**src/rtl/pmc_pkg.sv**
```systemverilog
package pmc_pkg;
    typedef enum logic [2:0] {
        ST_ACTIVE = 3'd0,
        ST_PSAVE  = 3'd1,
        ST_IDLE   = 3'd2,
        ST_HALT   = 3'd3,
        ST_SETTLE = 3'd4
    } pmc_state_e;

    localparam logic [1:0] MODE_ACTIVE = 2'b00;
    localparam logic [1:0] MODE_PSAVE  = 2'b01;
    localparam logic [1:0] MODE_IDLE   = 2'b10;
    localparam logic [1:0] MODE_HALT   = 2'b11;

    typedef struct packed {
        logic fast_sel;
        logic core_en;
        logic slow_grp_en;
        logic fast_grp_en;
        logic aon_en;
    } clk_pol_t;
endpackage

```
**src/rtl/pmc_wake_latch.sv**
```systemverilog
module pmc_wake_latch #(
    parameter int NUM_WAKE = 16
) (
    input  logic                clk,
    input  logic                rst_n,
    input  logic [NUM_WAKE-1:0] wake_in,
    input  logic [NUM_WAKE-1:0] wake_mask,
    input  logic [NUM_WAKE-1:0] pend_clr,
    output logic [NUM_WAKE-1:0] pend_q,
    output logic                wake_hit
);
    always_ff @(posedge clk) begin
        if (!rst_n) pend_q <= '0;
        else        pend_q <= (pend_q & ~pend_clr) | wake_in;
    end

    assign wake_hit = |((pend_q | wake_in) & wake_mask);


    pend_sticky_chk: assert property (@(posedge clk) disable iff (!rst_n)
        (wake_in != '0) |=> ((pend_q & $past(wake_in)) == $past(wake_in)));


    pend_hold_chk: assert property (@(posedge clk) disable iff (!rst_n)
        (pend_clr == '0) |=> ((pend_q & $past(pend_q)) == $past(pend_q)));
endmodule

```
**src/rtl/pmc_settle_timer.sv**
```systemverilog
module pmc_settle_timer #(
    parameter int STAB_W = 8
) (
    input  logic              clk,
    input  logic              rst_n,
    input  logic              load,
    input  logic [STAB_W-1:0] init,
    output logic              zero
);
    logic [STAB_W-1:0] cnt_q;

    always_ff @(posedge clk) begin
        if (!rst_n)             cnt_q <= '0;
        else if (load)          cnt_q <= init;
        else if (cnt_q != '0)   cnt_q <= cnt_q - 1'b1;
    end

    assign zero = (cnt_q == '0);


    settle_step_chk: assert property (@(posedge clk) disable iff (!rst_n)
        (!load && cnt_q != '0) |=> (cnt_q == $past(cnt_q) - 1'b1));
endmodule

```
**src/rtl/pmc_clk_policy.sv**
```systemverilog
module pmc_clk_policy
    import pmc_pkg::*;
(
    input  pmc_state_e state,
    output clk_pol_t   pol,
    output logic [1:0] mode_code
);
    always_comb begin
        unique case (state)
            ST_ACTIVE: begin pol = '{1'b1, 1'b1, 1'b1, 1'b1, 1'b1}; mode_code = MODE_ACTIVE; end
            ST_PSAVE:  begin pol = '{1'b0, 1'b1, 1'b1, 1'b0, 1'b1}; mode_code = MODE_PSAVE;  end
            ST_IDLE:   begin pol = '{1'b0, 1'b0, 1'b0, 1'b0, 1'b1}; mode_code = MODE_IDLE;   end
            ST_HALT:   begin pol = '{1'b0, 1'b0, 1'b0, 1'b0, 1'b0}; mode_code = MODE_HALT;   end
            ST_SETTLE: begin pol = '{1'b0, 1'b1, 1'b1, 1'b0, 1'b1}; mode_code = MODE_PSAVE;  end
            default:   begin pol = '{1'b1, 1'b1, 1'b1, 1'b1, 1'b1}; mode_code = MODE_ACTIVE; end
        endcase
    end


    fast_implies_all_chk: assert final (!pol.fast_sel || (pol.core_en && pol.slow_grp_en && pol.fast_grp_en && pol.aon_en));
endmodule

```
**src/rtl/pwr_mode_ctrl.sv**
```systemverilog
module pwr_mode_ctrl
    import pmc_pkg::*;
#(
    parameter int NUM_WAKE = 16,
    parameter int STAB_W   = 8
) (
    input  logic                clk,
    input  logic                rst_n,
    input  logic                mode_req_valid,
    input  logic [1:0]          mode_req,
    input  logic [NUM_WAKE-1:0] wake_in,
    input  logic [NUM_WAKE-1:0] wake_mask,
    input  logic [NUM_WAKE-1:0] pend_clr,
    input  logic [STAB_W-1:0]   stab_count,
    output logic [1:0]          mode_status,
    output logic                core_fast_sel,
    output logic                core_clk_en,
    output logic                slow_grp_clk_en,
    output logic                fast_grp_clk_en,
    output logic                aon_clk_en,
    output logic [NUM_WAKE-1:0] wake_pending
);
    pmc_state_e state_q, state_d;
    logic       wake_hit;
    logic       timer_zero;
    logic       low_power;
    logic       settle_load;
    clk_pol_t   pol;

    pmc_wake_latch #(.NUM_WAKE(NUM_WAKE)) u_wake (
        .clk(clk), .rst_n(rst_n), .wake_in(wake_in), .wake_mask(wake_mask),
        .pend_clr(pend_clr), .pend_q(wake_pending), .wake_hit(wake_hit)
    );

    assign low_power   = (state_q == ST_PSAVE) || (state_q == ST_IDLE) || (state_q == ST_HALT);
    assign settle_load = low_power && wake_hit;

    pmc_settle_timer #(.STAB_W(STAB_W)) u_timer (
        .clk(clk), .rst_n(rst_n), .load(settle_load), .init(stab_count), .zero(timer_zero)
    );

    always_ff @(posedge clk) begin
        if (!rst_n) state_q <= ST_ACTIVE;
        else        state_q <= state_d;
    end

    always_comb begin
        state_d = state_q;
        unique case (state_q)
            ST_ACTIVE: begin
                if (mode_req_valid && !wake_hit) begin
                    unique case (mode_req)
                        MODE_PSAVE: state_d = ST_PSAVE;
                        MODE_IDLE:  state_d = ST_IDLE;
                        MODE_HALT:  state_d = ST_HALT;
                        default:    state_d = ST_ACTIVE;
                    endcase
                end
            end
            ST_PSAVE, ST_IDLE, ST_HALT: begin
                if (wake_hit) state_d = ST_SETTLE;
            end
            ST_SETTLE: begin
                if (timer_zero) state_d = ST_ACTIVE;
            end
            default: state_d = ST_ACTIVE;
        endcase
    end

    pmc_clk_policy u_policy (.state(state_q), .pol(pol), .mode_code(mode_status));

    assign core_fast_sel   = pol.fast_sel;
    assign core_clk_en     = pol.core_en;
    assign slow_grp_clk_en = pol.slow_grp_en;
    assign fast_grp_clk_en = pol.fast_grp_en;
    assign aon_clk_en      = pol.aon_en;


    refuse_on_wake_chk: assert property (@(posedge clk) disable iff (!rst_n)
        (state_q == ST_ACTIVE && wake_hit) |=> (state_q == ST_ACTIVE));


    exit_on_wake_chk: assert property (@(posedge clk) disable iff (!rst_n)
        (low_power && wake_hit) |=> (state_q == ST_SETTLE));


    settle_hold_chk: assert property (@(posedge clk) disable iff (!rst_n)
        (state_q == ST_SETTLE && !timer_zero) |=> (state_q == ST_SETTLE));


    no_req_outside_active_chk: assert property (@(posedge clk) disable iff (!rst_n)
        (state_q != ST_ACTIVE && !wake_hit && state_q != ST_SETTLE) |=> $stable(state_q));
endmodule

```
**config.mk**
```make
export PLATFORM = sky130hd
export DESIGN_NAME = pwr_mode_ctrl
export DESIGN_NICKNAME = d
export VERILOG_FILES = /design/src/rtl/pmc_pkg.sv /design/src/rtl/pmc_wake_latch.sv /design/src/rtl/pmc_settle_timer.sv /design/src/rtl/pmc_clk_policy.sv /design/src/rtl/pwr_mode_ctrl.sv
export SDC_FILE = /design/constraint.sdc
export NUM_CORES = 1
export LEC_CHECK = 0
export CORE_MARGIN = 2
export CORE_UTILIZATION = 36
export CTS_CLUSTER_DIAMETER = 200
export CTS_CLUSTER_SIZE = 30
export DETAILED_ROUTE_END_ITERATION = 10
export PLACE_DENSITY = 0.8
export SLEW_MARGIN = 20
export SYNTH_ARGS = -nofsm -noshare
export SYNTH_HDL_FRONTEND = slang
export SYNTH_HIERARCHICAL = 1
export SYNTH_SLANG_ARGS = --single-unit
```
**constraint.sdc**
```tcl
create_clock -name clk -period 2.4 [get_ports clk]
set_clock_uncertainty 0.1 [all_clocks]
set_input_delay 0.36 -clock clk [delete_from_list [all_inputs] [get_ports clk]]
set_output_delay 0.36 -clock clk [all_outputs]
set_load 0.01 [all_outputs]
```
# Word level (Yosys, flattened, before mapping)
# Index checks and enable logic that the tools add are counted.
classes:
  n_eq_ne: 10
  add_sub_neg: 1
  n_reduce_logical: 13
  n_mux: 9
  bitwise_logic: 5
op_table:
  columns: ["op", "count"]
  rows:
  - ["$and 16x16->16", 2]
  - ["$or 16x16->16", 2]
  - ["$mux 8", 2]
  - ["$not 16->16", 1]
  - ["$reduce_or 16->1", 1]
  - ["$pmux 5 s3", 1]
  - ["$pmux 2 s3", 2]
  - ["$mux 3", 3]
  - ["$pmux 3 s3", 1]
  - ["$logic_not 8->1", 1]
  - ["$reduce_bool 8->1", 1]
  - ["$sub 8x1->8 const B", 1]
  - ["$eq 3x2->1 const B", 2]
  - ["$ne 2x2->1 const B", 3]
  - ["$eq 2x2->1 const B", 2]
  - ["$eq 3x1->1 const B", 1]
  - ["$eq 3x3->1 const B", 1]
  - ["$logic_not 3->1", 1]
  - ["$reduce_and 3->1", 1]
  - ["$reduce_or 3->1", 1]
  - ["$eq 2x1->1 const B", 1]
  - ["$logic_and 1x1->1", 2]
  - ["$logic_or 1x1->1", 2]
  - ["$reduce_bool 2->1", 1]
  - ["2 further kinds", 2]
word_totals:
  output_inout_bits: 23
  ff_bits: 27

# Depth between registers and ports, before layout
depth:
  word_depth: 7
  mapped_depth: 8
  ltp_nobuf: 8

# Cells and area by module
# The synthesis kept the hierarchy.
by_module_without_submodules:
  columns: ["mod", "cells_each", "area_each_um2", "seq_area_each_um2", "instances"]
  rows:
  - ["pmc_wake_latch", 71, 671.9, 320.3, 1]
  - ["pmc_settle_timer", 51, 457.9, 160.2, 1]
  - ["pwr_mode_ctrl", 14, 127.6, 60.1, 1]
  - ["pmc_clk_policy", 8, 52.6, 0.0, 1]

# Least setup slack after synthesis
# OpenSTA, ideal clock, no wires.
synth_path:
  kind: "input port to flip-flop"
  from: "in wake_in[8]"
  to: "reg u_timer.cnt_q[3]"
  t_required_ps: 2213
  arrival_ps: 1771
  setup_slack_ps: 442
  path_stages: 8
  n_path_buf: 0
  setup_ps: 87
  cell_sequence: "o21ai_1 nand4_1 or4_1 o21ai_1 nor2_2 inv_1 nand2_1 o31ai_1"
synth_between:
  elab_chain_len: 5
synth_rtl:
  columns: ["element", "line_no", "rtl"]
  rows:
  - ["start, declared", "pwr_mode_ctrl.sv:11", "input logic [NUM_WAKE-1:0] wake_in,"]
  - ["$or 16x16->16 *", "pmc_wake_latch.sv:17", "assign wake_hit = |((pend_q | wake_in) & wake_mask);"]
  - ["$and 16x16->16 *", "pmc_wake_latch.sv:17", null]
  - ["$reduce_or 16->1 *", "pmc_wake_latch.sv:17", null]
  - ["via wake_hit", "pwr_mode_ctrl.sv:24", "logic wake_hit;"]
  - ["$logic_and 1x1->1 *", "pwr_mode_ctrl.sv:36", "assign settle_load = low_power && wake_hit;"]
  - ["via settle_load", "pwr_mode_ctrl.sv:27", "logic settle_load;"]
  - ["$mux 8 or $reduce_bool 2->1 (tied branches)", null, null]
  - ["end signal, assigned", "pmc_settle_timer.sv:14", "else if (load) cnt_q <= init;"]
  - ["end signal, assigned", "pmc_settle_timer.sv:15", "else if (cnt_q != '0) cnt_q <= cnt_q - 1'b1;"]
  - ["end, declared", "pmc_settle_timer.sv:10", "logic [STAB_W-1:0] cnt_q;"]
# Mark *: on every way through the listed nets, which the timed path passes. The rest lies on a longest branch.
# A chain may end at the register's enable or synchronous reset.

# Worst setup path after layout
layout_path:
  from: "in wake_in[0]"
  to: "reg u_timer.cnt_q[3]"
# Same word-level chain as after synthesis.

==> results.toml <==
[cts]
cts.clk_slew.worst_paths_ns = 0.15
ctsResizeCount = 0
clock-sinks = 27
holdBufCountCts = 0
htree_levels = 1
insertion_delay_ns = 0.32
cts_tree = "built"
post_cts_buffers = 0
numCtsBuffers = 3
clock-root-buffer = "clkbuf_4"
clockBufferDepth = 2

[global_route]
grt_overflow = 0
grt_use_total = 0.168
grt_pass1_vias = 1279
grt_antenna_before_repair = 0
grt_max_degree = 16
met2_usage = 0.283
grt_pass1_wl_mm = 5.46
grt_use_met1 = 0.200
met3_usage = 0.0563
grt_busiest_layer = "met2"

[routing]
vias = 1340
drtPass1Iterations = 4
routed_wl_mm = 3.37
antenna_left = 0
wire_per_inst_um = 12.2
drc_errors = 0
avgViaCountPerCell = 4.86
drt_iter0_markers = 60

[place]
placed_cells = 272
gp_congestion = 0.785
dpl.hpwl_mm = 2.69
portBuffers = 83
dpl_cell_area_um2 = 2210

[sta]
relSlewSlack = 0.586
fmax_mhz = 454
finalCriticalPeriod_ns = 2.20
rsz0062_at_grt = "no"
slew_viol_final = 0
whs_ns = 0.428
hold_viol_final = 0
setup_violations = 0
worstMarginPinSlew_ns = 0.619
finalCritPeriodShare = 0.917

[layout]
area_growth_pct = 70.7
fillers = 321
diodes = 0
fin_area_um2 = 2240
final_nets = 293
drive_gt1_frac = 0.0739
multi_input_area_um2 = 712
stdcell_count = 276
seq_area_um2 = 541

[power_and_ir_drop]
p_leak_uw = 0.000818
powerDensity_nw_per_um2 = 569
max-vdd-ir-drop_uv = 243

[worst_setup_path]
cp-start-kind = "primary input"
crit_required_ns = 2.54
cp-end-kind = "register"
crit_type = "primary input to register"
arrival_ns = 2.34
cp_max_fo = 6

[job]
cap_violations = 0

[run_status]
status = "completed"

[floorplanning]
core_um2 = 3420
rows = 21
die_x_um = 64.3
boundaryPins = 84
initial_core_util = 0.384
die_h_um = 64.3
dieArea_um2 = 4140

[yosys]
ys.warnings.count = 6
async_flop_share = 0
syn-cell-area_um2 = 1310
postSynthNetCount = 206
avgSynthCellArea_um2 = 9.10
synth_flop_cell = "dfxtp_1"
synth_cells = 144
yosysSeqAreaShare = 0.413
ys_ff_latch = 27
synth_edf_count = 0
synth_cell_types = 37

[min_path]
min_path_type = "register to register"
[layer usage]
layer	vias up	routed length, um
li1	688	-
met1	596	1470
met2	54	1560
met3	2	320
met4	0	23
met5	-	0
[path summary, 6_finish.rpt]
| path | depth (start not counted) | slack [ns] | end | from |
|---|---|---|---|---|
| worst max-delay path | 9 | 0.20 | u_timer/cnt_q[3] | wake_in[0] |
| worst min-delay path | 2 | 0.43 | u_timer/cnt_q[6] | u_timer/cnt_q[6] |
| worst max register to register | 8 | 0.32 | u_timer/cnt_q[3] | u_wake/pend_q[11] |
| worst min register to register | 2 | 0.43 | u_timer/cnt_q[6] | u_timer/cnt_q[6] |
[critical path: stages]
cell	delay (ns)
clkdlybuf4s50_1	0.44
o21ai_2	0.14
nand4_1	0.12
or4_1	0.56
o21ai_1	0.12
nor2_2	0.05
inv_1	0.14
nand2_1	0.14
o31ai_1	0.25
[power breakdown]
part,switching [uW],leakage (uW),internal [uW]
sequential,64.6,0.000224,514
clock,130,0.0000150,64.9
combinational,206,0.000579,294
total,400,0.000818,873
[layout make-up]
type	count	area share
timing repair buffer	88	0.394
multi-input combinational	106	0.318
sequential	27	0.242
tap	46	0.0257
clock buffer	4	0.0118
inverter	5	0.00839
[state kept, by name (all words and copies together) (netlist names)]
name / count
u_wake/pend_q: 16
u_timer/cnt_q: 8
state_q: 3
[cells by family (layout without fill, tap and decap cells)]
group                    Yosys count  after routing  synth area share
flip-flops                        27             27             0.413
buffers and inverters             11             97            0.0439
multiplexers                       2              2            0.0162
AND/OR/NAND/NOR                   51             51             0.247
adder cells (fa/ha/maj)            1              1           0.00955
XOR/XNOR                           5              5            0.0334
AO/OA/AOI/OAI                     47             47             0.237
[synthesized netlist by cell type (2+ instances only)]
cell type  count  area share
o21ai_2        2       0.013
clkbuf_1       2      0.0057
nor3_1         2      0.0076
dfxtp_1       27        0.41
o21ai_0        7       0.027
nand3_1        6       0.023
nand4_1        5       0.024
xnor2_1        3       0.020
nor2b_1       15       0.072
nor2_1         5       0.014
buf_4          2       0.011
o21a_1        17       0.097
a21oi_1        2      0.0076
inv_1          5       0.014
o31ai_1        4       0.023
nand2_1        7       0.020
xor2_1         2       0.013
a31oi_1        2      0.0095
o21ai_1       11       0.042
[stage by stage]
step	util	TNS [ns]	worst slack (ns)	total power (uW)
after floorplan	-	0	0.442	916
after global routing	0.655	0	0.00855	1360
after global placement	0.647	-0.545	-0.0907	1080
after CTS	0.655	0	0.169	1280
after detailed placement	0.647	-0.967	-0.173	1090
final	0.655	0	0.200	1270
[layout by cell type, fill, tap and decap left out, types with 3 or more instances in the layout]
cell / Yosys / final
clkdlybuf4s50_1: 0 / 83
dfxtp_1: 27 / 27
o21a_1: 17 / 17
nor2b_1: 15 / 15
o21ai_1: 11 / 11
nand2_1: 7 / 7
o21ai_0: 7 / 7
nand3_1: 6 / 6
nor2_1: 5 / 5
inv_1: 5 / 5
nand4_1: 5 / 5
buf_4: 2 / 4
o31ai_1: 4 / 4
clkbuf_4: 0 / 3
xnor2_1: 3 / 3
Note: power is estimated with default switching activity, not from simulation.
